[config.mk]
export PLATFORM = sky130hd
export DESIGN_NAME = rtc_access_gate
export DESIGN_NICKNAME = d
export VERILOG_FILES = /design/src/rtl/rtc_gate_pkg.sv /design/src/rtl/rtc_init_seq.sv /design/src/rtl/rtc_unlock_timer.sv /design/src/rtl/rtc_perm_decode.sv /design/src/rtl/rtc_access_gate.sv
export SDC_FILE = /design/constraint.sdc
export NUM_CORES = 1
export LEC_CHECK = 0
export BUFFER_PORTS_ARGS = -buffer_cell sky130_fd_sc_hd__buf_2
export CAP_MARGIN = 20
export CORE_UTILIZATION = 41
export DETAILED_ROUTE_END_ITERATION = 8
export PLACE_DENSITY = 0.82
export SLEW_MARGIN = 20
export SYNTH_ARGS = -nofsm -noshare
export SYNTH_HDL_FRONTEND = slang
export SYNTH_HIERARCHICAL = 1
export SYNTH_SLANG_ARGS = --single-unit
export TNS_END_PERCENT = 1
[constraint.sdc]
create_clock -name clk -period 2.57 [get_ports clk]
set_clock_uncertainty 0.2 [all_clocks]
set_input_delay 0.3855 -clock clk [delete_from_list [all_inputs] [get_ports clk]]
set_output_delay 0.3855 -clock clk [all_outputs]
set_load 0.01 [all_outputs]
[src/rtl/rtc_gate_pkg.sv]
package rtc_gate_pkg;

   localparam int NUM_REGS = 13;
   localparam int SEL_W    = 4;

   typedef enum logic [SEL_W-1:0] {
      RG_INIT  = 4'd0,
      RG_UNLK  = 4'd1,
      RG_TRIM  = 4'd2,
      RG_TIME  = 4'd3,
      RG_DATE  = 4'd4,
      RG_SCALE = 4'd5,
      RG_WDAY  = 4'd6,
      RG_TALM  = 4'd7,
      RG_DALM  = 4'd8,
      RG_LEAP  = 4'd9,
      RG_IEN   = 4'd10,
      RG_IFLG  = 4'd11,
      RG_TICK  = 4'd12
   } reg_sel_e;

   // open: always r/w; view: read always, write when unlocked;
   // guard: r/w only when unlocked; status: read always, never write
   typedef enum logic [1:0] {AC_OPEN, AC_VIEW, AC_GUARD, AC_STATUS} acc_class_e;

   typedef enum logic [1:0] {IS_HELD, IS_PULSE, IS_RUN} init_st_e;

   function automatic acc_class_e class_of(input int idx);
      case (idx)
         RG_INIT, RG_UNLK, RG_SCALE, RG_IEN, RG_IFLG: return AC_OPEN;
         RG_TIME, RG_DATE, RG_WDAY:                   return AC_VIEW;
         RG_LEAP:                                     return AC_STATUS;
         default:                                     return AC_GUARD;
      endcase
   endfunction

endpackage

[src/rtl/rtc_init_seq.sv]
module rtc_init_seq
   import rtc_gate_pkg::*;
#(
   parameter int              KEY_W       = 32,
   parameter logic [KEY_W-1:0] KEY        = 32'hA5EB1357,
   parameter int              HOLD_CYCLES = 4,
   parameter bit              POR_HELD    = 1'b1
) (
   input  logic             clk,
   input  logic             rst_n,
   input  logic             init_we,
   input  logic [KEY_W-1:0] init_data,
   output logic             core_rst,
   output logic             active
);

   localparam int HCNT_W = $clog2(HOLD_CYCLES + 1);

   init_st_e           st;
   init_st_e           por_st;
   logic [HCNT_W-1:0]  cnt;
   logic               key_hit;

   generate
      if (POR_HELD) begin : g_por_held
         assign por_st = IS_HELD;
      end else begin : g_por_run
         assign por_st = IS_RUN;
      end
   endgenerate

   assign key_hit = init_we && (init_data == KEY);

   always_ff @(posedge clk or negedge rst_n) begin
      if (!rst_n) begin
         st  <= por_st;
         cnt <= '0;
      end else if (key_hit) begin
         st  <= IS_PULSE;
         cnt <= HCNT_W'(HOLD_CYCLES - 1);
      end else if (st == IS_PULSE) begin
         if (cnt == '0) st <= IS_RUN;
         else           cnt <= cnt - 1'b1;
      end
   end

   assign core_rst = (st != IS_RUN);
   assign active   = (st == IS_RUN);

endmodule

[src/rtl/rtc_unlock_timer.sv]
module rtc_unlock_timer #(
   parameter int               PWD_W  = 16,
   parameter logic [PWD_W-1:0] PWD    = 16'hA965,
   parameter int               WINDOW = 512
) (
   input  logic             clk,
   input  logic             rst_n,
   input  logic             unlk_we,
   input  logic [PWD_W-1:0] unlk_data,
   output logic             unlocked
);

   localparam int CNT_W = $clog2(WINDOW);

   logic [CNT_W-1:0] left;

   // a password write outranks the countdown in the same cycle
   always_ff @(posedge clk or negedge rst_n) begin
      if (!rst_n) begin
         unlocked <= 1'b0;
         left     <= '0;
      end else if (unlk_we) begin
         if (unlk_data == PWD) begin
            unlocked <= 1'b1;
            left     <= CNT_W'(WINDOW - 1);
         end else begin
            unlocked <= 1'b0;
            left     <= '0;
         end
      end else if (unlocked) begin
         if (left == '0) unlocked <= 1'b0;
         else            left     <= left - 1'b1;
      end
   end

endmodule

[src/rtl/rtc_perm_decode.sv]
module rtc_perm_decode
   import rtc_gate_pkg::*;
#(
   parameter int NREGS = NUM_REGS
) (
   input  logic             unlocked,
   output logic [NREGS-1:0] wr_permit,
   output logic [NREGS-1:0] rd_permit
);

   generate
      for (genvar i = 0; i < NREGS; i++) begin : g_reg
         localparam acc_class_e CLS = class_of(i);
         if (CLS == AC_OPEN) begin : g_open
            assign wr_permit[i] = 1'b1;
            assign rd_permit[i] = 1'b1;
         end else if (CLS == AC_VIEW) begin : g_view
            assign wr_permit[i] = unlocked;
            assign rd_permit[i] = 1'b1;
         end else if (CLS == AC_STATUS) begin : g_status
            assign wr_permit[i] = 1'b0;
            assign rd_permit[i] = 1'b1;
         end else begin : g_guard
            assign wr_permit[i] = unlocked;
            assign rd_permit[i] = unlocked;
         end
      end
   endgenerate

endmodule

[src/rtl/rtc_access_gate.sv]
module rtc_access_gate
   import rtc_gate_pkg::*;
#(
   parameter int                DATA_W      = 32,
   parameter logic [DATA_W-1:0] KEY         = 32'hA5EB1357,
   parameter int                PWD_W       = 16,
   parameter logic [PWD_W-1:0]  PWD         = 16'hA965,
   parameter int                WINDOW      = 512,
   parameter int                HOLD_CYCLES = 4,
   parameter bit                POR_HELD    = 1'b1
) (
   input  logic                clk,
   input  logic                rst_n,
   input  logic                wr_en,
   input  logic [SEL_W-1:0]    wr_sel,
   input  logic [DATA_W-1:0]   wr_data,
   output logic                core_rst,
   output logic                active,
   output logic                unlocked,
   output logic [NUM_REGS-1:0] wr_permit,
   output logic [NUM_REGS-1:0] rd_permit,
   output logic [DATA_W-1:0]   init_rdata,
   output logic [DATA_W-1:0]   unlk_rdata
);

   generate
      if (DATA_W <= PWD_W) begin : g_bad_width
         $error("DATA_W must exceed PWD_W to hold the unlock flag");
      end
      if (WINDOW < 2) begin : g_bad_window
         $error("WINDOW must be at least 2");
      end
      if (HOLD_CYCLES < 1) begin : g_bad_hold
         $error("HOLD_CYCLES must be at least 1");
      end
      if ((1 << SEL_W) < NUM_REGS) begin : g_bad_sel
         $error("SEL_W too narrow for NUM_REGS");
      end
   endgenerate

   logic init_we;
   logic unlk_we;

   assign init_we = wr_en && (wr_sel == RG_INIT);
   assign unlk_we = wr_en && (wr_sel == RG_UNLK);

   rtc_init_seq #(
      .KEY_W       (DATA_W),
      .KEY         (KEY),
      .HOLD_CYCLES (HOLD_CYCLES),
      .POR_HELD    (POR_HELD)
   ) u_init (
      .clk       (clk),
      .rst_n     (rst_n),
      .init_we   (init_we),
      .init_data (wr_data),
      .core_rst  (core_rst),
      .active    (active)
   );

   rtc_unlock_timer #(
      .PWD_W  (PWD_W),
      .PWD    (PWD),
      .WINDOW (WINDOW)
   ) u_unlock (
      .clk       (clk),
      .rst_n     (rst_n),
      .unlk_we   (unlk_we),
      .unlk_data (wr_data[PWD_W-1:0]),
      .unlocked  (unlocked)
   );

   rtc_perm_decode #(
      .NREGS (NUM_REGS)
   ) u_perm (
      .unlocked  (unlocked),
      .wr_permit (wr_permit),
      .rd_permit (rd_permit)
   );

   // password field is write-only: only the flag is visible
   always_comb begin
      init_rdata        = '0;
      init_rdata[0]     = active;
      unlk_rdata        = '0;
      unlk_rdata[PWD_W] = unlocked;
   end

endmodule

==> results.py, run 1 <==
metrics = {
    "timing": {
        "finalHoldViolCount": 0,
        "final.period_utilization_pct": 86.4,
        "fmax_ghz": 0.450,
        "min_period_ns": 2.22,
        "rsz0062_at_grt": "no",
        "hold_slack_ns": 0.310,
        "finalSetupViolations": 0,
        "slew_headroom_pct": 65.0,
        "setup_tns_ns": 0,
        "drv_slew": 0,
        "worst_pin_slew_ns": 0.521,
    },
    "flow_run": {
        "drv_cap": 0,
    },
    "floorplanning": {
        "fp-row-count": 23,
        "start_util_pct": 43.2,
        "core_um2": 4060,
        "die_y_um": 67.4,
        "die_area_um2": 4540,
        "die_w_um": 67.4,
        "io-pin-count": 132,
    },
    "setup_path": {
        "cp_max_fo": 6,
        "critPathCaptureType": "register",
        "critPathArrivalTime_ns": 2.17,
        "worstPathRequired_ns": 2.52,
        "path_class": "reg2reg",
        "start_kind": "register",
    },
    "synthesis": {
        "synth-seq-cells": 15,
        "netlist_area_um2": 1750,
        "synth_warnings": 6,
        "yosysTopAreaCellShare_pct": 38.5,
        "avgSynthCellArea_um2": 8.86,
        "postSynthCellCount": 198,
        "postSynth.asyncResetShare_pct": 100,
        "synth.area.top_cells": "buf_4 (39%), dfrtp_1 (21%), ha_1 (2.1%), o22a_2 (1.7%), nand4b_1 (1.5%)",
        "synth_edf_count": 0,
        "synth_top_area_cell": "buf_4",
        "yosys.cell_types.count": 51,
        "seq_area_frac_synth_pct": 21.4,
        "synth_ff_type": "dfrtp_1",
    },
    "clock_network": {
        "htreeDepth": 1,
        "post-cts-setup-buffers": 0,
        "tritoncts": "built",
        "clk_latency_ns": 0.26,
        "cts_buffers": 3,
        "cts_sinks": 15,
        "cts-root-buf": "clkbuf_8",
        "cts.clk_slew.worst_paths_ns": 0.06,
        "clock_path_buffers": 2,
    },
    "pwr": {
        "peakVddDrop_uv": 202,
        "power.density_nw_per_um2": 369,
        "p_leak_nw": 0.968,
    },
    "run_status": {
        "status": "complete, no violations",
    },
    "global_routing": {
        "track_usage_pct": 12.6,
        "first_global_vias": 994,
        "grt_pass1_wl_mm": 4.24,
        "overflow": 0,
        "antenna_found_initial": 0,
        "grt_max_degree": 20,
    },
    "placement": {
        "place_congestion": 0.876,
        "hpwlAfterDp_mm": 2.24,
        "port_buffers": 54,
    },
    "route": {
        "drc": 0,
        "vias": 1273,
        "ant_nets": 0,
        "wl_per_cell_um": 9.10,
        "routed_wl_mm": 2.66,
        "drt-pass1-iter-count": 4,
        "via_per_inst": 4.36,
        "drtIter0Drc": 29,
    },
    "worst_hold_path": {
        "hp-class": "in2reg",
    },
    "cells_and_area": {
        "insertedDiodeCount": 0,
        "drive_above_1_share_pct": 31.0,
        "area_growth_pct": 0.0711,
        "nets": 285,
    },
}
[placed cells by master (no fill, tap or decap), types with 2 or more instances in the layout]
| cell | count |
|---|---|
| conb_1 | 77 |
| buf_2 | 54 |
| dfrtp_1 | 15 |
| inv_1 | 6 |
| nand2_1 | 6 |
| nor2_1 | 5 |
| nor3_1 | 5 |
| a21oi_1 | 4 |
| clkbuf_8 | 3 |
| nand2b_1 | 3 |
| o21ai_0 | 3 |
| nand4b_1 | 3 |
| nand3b_1 | 3 |
| ha_1 | 3 |
| o22a_2 | 3 |
| nand4bb_1 | 2 |
| or4b_1 | 2 |
| nor3b_1 | 2 |
| and2_1 | 2 |
| xor2_1 | 2 |
| nand3_1 | 2 |
| nor4bb_1 | 2 |
| or3_1 | 2 |
| o31ai_1 | 2 |
| buf_4 | 2 |
[path summary, 6_finish.rpt]
path | start | endpoint | slack (ns) | cells after the start
worst min-delay path | wr_data[11] | u_init/cnt[0]$_DFFE_PN0P_ | 0.31 | 4
worst min register to register | u_init/cnt[0]$_DFFE_PN0P_ | u_init/cnt[0]$_DFFE_PN0P_ | 0.32 | 2
worst max register to register | u_unlock/left[0]$_DFFE_PN0P_ | u_unlock/left[3]$_DFFE_PN0P_ | 0.35 | 6
max in group asynchronous | rst_n | u_unlock/left[8]$_DFFE_PN0P_ | 1.56 | 2
min in group asynchronous | rst_n | u_init/st[0]$_DFFE_PN0P_ | 0.36 | 2
worst max-delay path | u_unlock/left[0]$_DFFE_PN0P_ | u_unlock/left[3]$_DFFE_PN0P_ | 0.35 | 6
[state kept, by name, summed over array words and instances, names as in the netlist]
signal	cells
u_unlock/left	9
u_init/cnt	3
u_init/st	2
u_unlock/unlocked	1
[cell families (layout without fill, tap and decap cells)]
group | count (synthesis) | in the layout | synth area share [%]
XOR/XNOR | 3 | 3 | 1.50
other | 3 | 77 | 0.642
AO/OA/AOI/OAI | 24 | 24 | 10.8
flip-flops | 15 | 15 | 21.4
buffers and inverters | 97 | 67 | 40.1
adder cells (fa/ha/maj) | 3 | 3 | 2.14
AND/OR/NAND/NOR | 53 | 53 | 23.5
[critical path, stage by stage (launching register included)]
cell and delay, ns:
dfrtp_1 0.40, inv_1 0.06, ha_1 0.22, or4b_1 0.49
o21a_4 0.24, or2_4 0.26, o221a_1 0.24
[area by class of cell]
cell class,count,area [µm²]
fillers,404,2300
multi-input cells,160,953
flip-flops and latches,15,375
repair buffers,57,295
well taps,50,62.6
clock buffers,3,41.3
inverters,6,22.5
clock inverters,1,5.00
[report_power, final]
part           total, mW  internal [mW]  switching, mW
registers          0.265          0.250         0.0146
logic              0.183         0.0692          0.114
clock network      0.199          0.108         0.0917
total              0.647          0.427          0.220
[Yosys cell counts (2+ instances only)]
cell type,count
nor3_1,5
nand4bb_1,2
nand3b_1,3
conb_1,3
xor2_1,2
nor4bb_1,2
nand3_1,2
nor3b_1,2
nand4b_1,3
o21ai_0,3
o31ai_1,2
and2_1,2
a21oi_1,4
nand2_1,6
o22a_2,3
or4b_1,2
dfrtp_1,15
ha_1,3
nand2b_1,3
or3_1,2
nor2_1,5
inv_1,6
buf_4,90
[routing by layer]
metal	global-route usage, %	part of all wire (%)	wire length, µm	vias to the layer above
li1	-	-	-	606
met1	13.9	38	1020	573
met2	22.9	51	1360	89
met3	1.52	8.3	220	5
met5	0	0	0	-
met4	7.18	2.3	60	0
[stage by stage]
stage	area, µm²	utilization [%]	worst slack (ns)	instances	power [mW]
6_report	1760	43.3	0.350	292	0.647
5_1_grt	1760	43.3	0.273	292	0.689
4_1_cts	1760	43.3	0.356	292	0.652
3_5_place_dp	1700	41.9	0.373	287	0.449
3_3_place_gp	1700	41.9	0.407	287	0.446
2_1_floorplan	2030	-	0.455	272	0.481
[repair_timing]
action / CTS / global route
gates resized for setup: 0 / 0
hold buffers: 1 / 0
hold endpoints to repair: 15 / 0
Power figures use the tool's default switching activity.
==> inputs of run 2 (changes only) <==
CORE_MARGIN = 5   (was not set)
==> run 2 against run 1 <==
Effect of this change:
- register-to-register slack got worse by 0.02 ns
- global-route usage fell by 1.7 points
- first-iteration DRC count rose by 21%
- clock power fell by 4%
- final area barely moved
- fmax fell by 0.89%
- via count rose by 1.3%
- highest routed layer unchanged
- clock-buffer cell count rose by 1
- total power fell by 0.33%
- non-clock buffer count did not move
- largest cell class unchanged
- flip-flop and latch count did not move
- final cell count did not move
==> results.py, run 2 (synthesized netlist as in run 1, its figures left out) <==
metrics = {
    "run_status": {
        "status": "complete, no violations",
    },
    "timing": {
        "setup_tns_ns": 0,
        "finalHoldViolCount": 0,
        "fmax_ghz": 0.446,
        "slew_headroom_pct": 63.5,
        "min_period_ns": 2.24,
        "final.period_utilization_pct": 87.2,
        "worst_pin_slew_ns": 0.543,
        "rsz0062_at_grt": "no",
        "drv_slew": 0,
        "finalSetupViolations": 0,
    },
    "setup_path": {
        "worstPathRequired_ns": 2.51,
        "critical_path.top_delay_family": "simple AND/OR/NAND/NOR gates",
        "start_kind": "register",
        "worst-path-buf-inv": 1,
        "worstPathCellList": "inv_1 > ha_1 > or4b_1 > o21a_4 > or2_4 > o221a_1",
        "path_class": "reg2reg",
        "startpoint": "u_unlock/left[1]$_DFFE_PN0P_",
        "critPathArrivalTime_ns": 2.18,
        "worstReg2RegStart": "u_unlock/left[1]$_DFFE_PN0P_",
        "slowest_delay_ns": 0.50,
        "crit_slowest_cell": "or4b_1",
        "cp_max_fo": 6,
        "critPathCaptureType": "register",
    },
    "route": {
        "highest_layer": "met4",
        "drc": 0,
        "met3WireLength_um": 491,
        "vias": 1289,
        "drt-pass1-iter-count": 4,
        "via_per_inst": 4.41,
        "drtIter0Drc": 35,
        "routed_wl_mm": 3.39,
        "wl_per_cell_um": 11.6,
        "met1_length_mm": 1.19,
        "met2_length_mm": 1.66,
        "ant_nets": 0,
    },
    "cells_and_area": {
        "design_area_um2": 1750,
        "final_common_cell": "conb_1",
        "largestRegisters": "u_unlock/left x9, u_init/cnt x3, u_init/st x2",
        "regMostFlops": "u_unlock/left",
        "drive_above_1_share_pct": 30.6,
        "nets": 285,
        "final_cell_mix": "conb_1 (77), buf_2 (54), dfrtp_1 (15)",
        "insertedDiodeCount": 0,
        "final_cell_count_no_fill": 292,
        "area_growth_pct": -0.000114,
        "largest_register_ffs": 9,
    },
    "clock_network": {
        "cts-root-buf": "clkbuf_8",
        "clock_path_buffers": 2,
        "htreeDepth": 1,
        "cts_sinks": 15,
        "clk_latency_ns": 0.25,
        "cts_resized": 0,
        "cts_buffers": 3,
        "cts.clk_slew.worst_paths_ns": 0.06,
        "tritoncts": "built",
    },
    "floorplanning": {
        "fp-row-count": 23,
        "die_w_um": 75.4,
        "start_util_pct": 42.9,
        "core_um2": 4090,
        "die_y_um": 75.4,
        "die_area_um2": 5690,
        "io-pin-count": 132,
    },
    "pwr": {
        "peakVddDrop_uv": 151,
        "power.total_mw": 0.645,
        "p_leak_nw": 0.965,
        "power.density_nw_per_um2": 368,
    },
    "worst_hold_path": {
        "hp-class": "in2reg",
        "hp-start": "wr_data[11]",
    },
    "global_routing": {
        "track_usage_pct": 10.9,
        "antenna_found_initial": 0,
        "grt_max_degree": 20,
        "first_global_vias": 1179,
        "overflow": 0,
        "grt_pass1_wl_mm": 4.81,
    },
    "placement": {
        "placedCellCount": 287,
        "hpwlAfterDp_mm": 2.91,
        "place_congestion": 0.840,
        "port_buffers": 54,
        "dpl_cell_area_um2": 1700,
    },
    "flow_run": {
        "drv_cap": 0,
    },
}
[run 2: changes by cell type in the layout (fill, tap and decap cells not counted)]
cell,change
clkinv_2,-1
clkbuf_1,+1
[run 2: per-layer routing]
layer / up-vias / global-route usage, %
met4: 0 / 4.85
li1: 602 / -
met3: 6 / 2.64
met1: 568 / 12.5
met2: 113 / 19.2
met5: - / 0
[run 2: final timing paths]
path	slack, ns	to	cells after the start
max	0.33	u_unlock/left[3]$_DFFE_PN0P_	6
max reg2reg	0.33	u_unlock/left[3]$_DFFE_PN0P_	6
min	0.30	u_init/cnt[0]$_DFFE_PN0P_	4
max in group asynchronous	1.55	u_init/cnt[2]$_DFFE_PN0P_	2
min reg2reg	0.34	u_init/cnt[0]$_DFFE_PN0P_	2
min in group asynchronous	0.36	u_unlock/left[8]$_DFFE_PN0P_	2
[run 2: repair_timing]
item | 4_1_cts | 5_1_grt
endpoints found under the setup margin | 0 | 0
buffers inserted | 0 | 0
hold buffers | 1 | 0
endpoints found under the hold margin | 15 | 0
[run 2: area by class of cell]
| cell class | count | area, µm² |
|---|---|---|
| sequential | 15 | 375 |
| tap | 50 | 62.6 |
| inverter | 6 | 22.5 |
| multi-input combinational | 160 | 953 |
| clock buffer | 4 | 45.0 |
| fill | 397 | 2330 |
| timing repair buffer | 57 | 295 |
[run 2: stage by stage]
step                hold WS (ns)  worst slack [ns]  util [%]
floorplan                 -0.110             0.455         -
global placement           0.103             0.394      41.6
detailed placement         0.109             0.359      41.6
CTS                        0.302             0.346      42.9
global route               0.345             0.283      42.9
finish                     0.303             0.330      42.9
[run 2: tightest hold or removal path, cell delays in order]
cell and delay [ns]:
buf_2 0.09, nor3b_2 0.04, nand4_2 0.13, nand2_1 0.06
[run 2: report_power, final]
part           switching (mW)  leakage, nW  internal (mW)
clock                  0.0820       0.0228          0.110
combinational           0.119        0.744         0.0693
sequential             0.0147        0.198          0.250
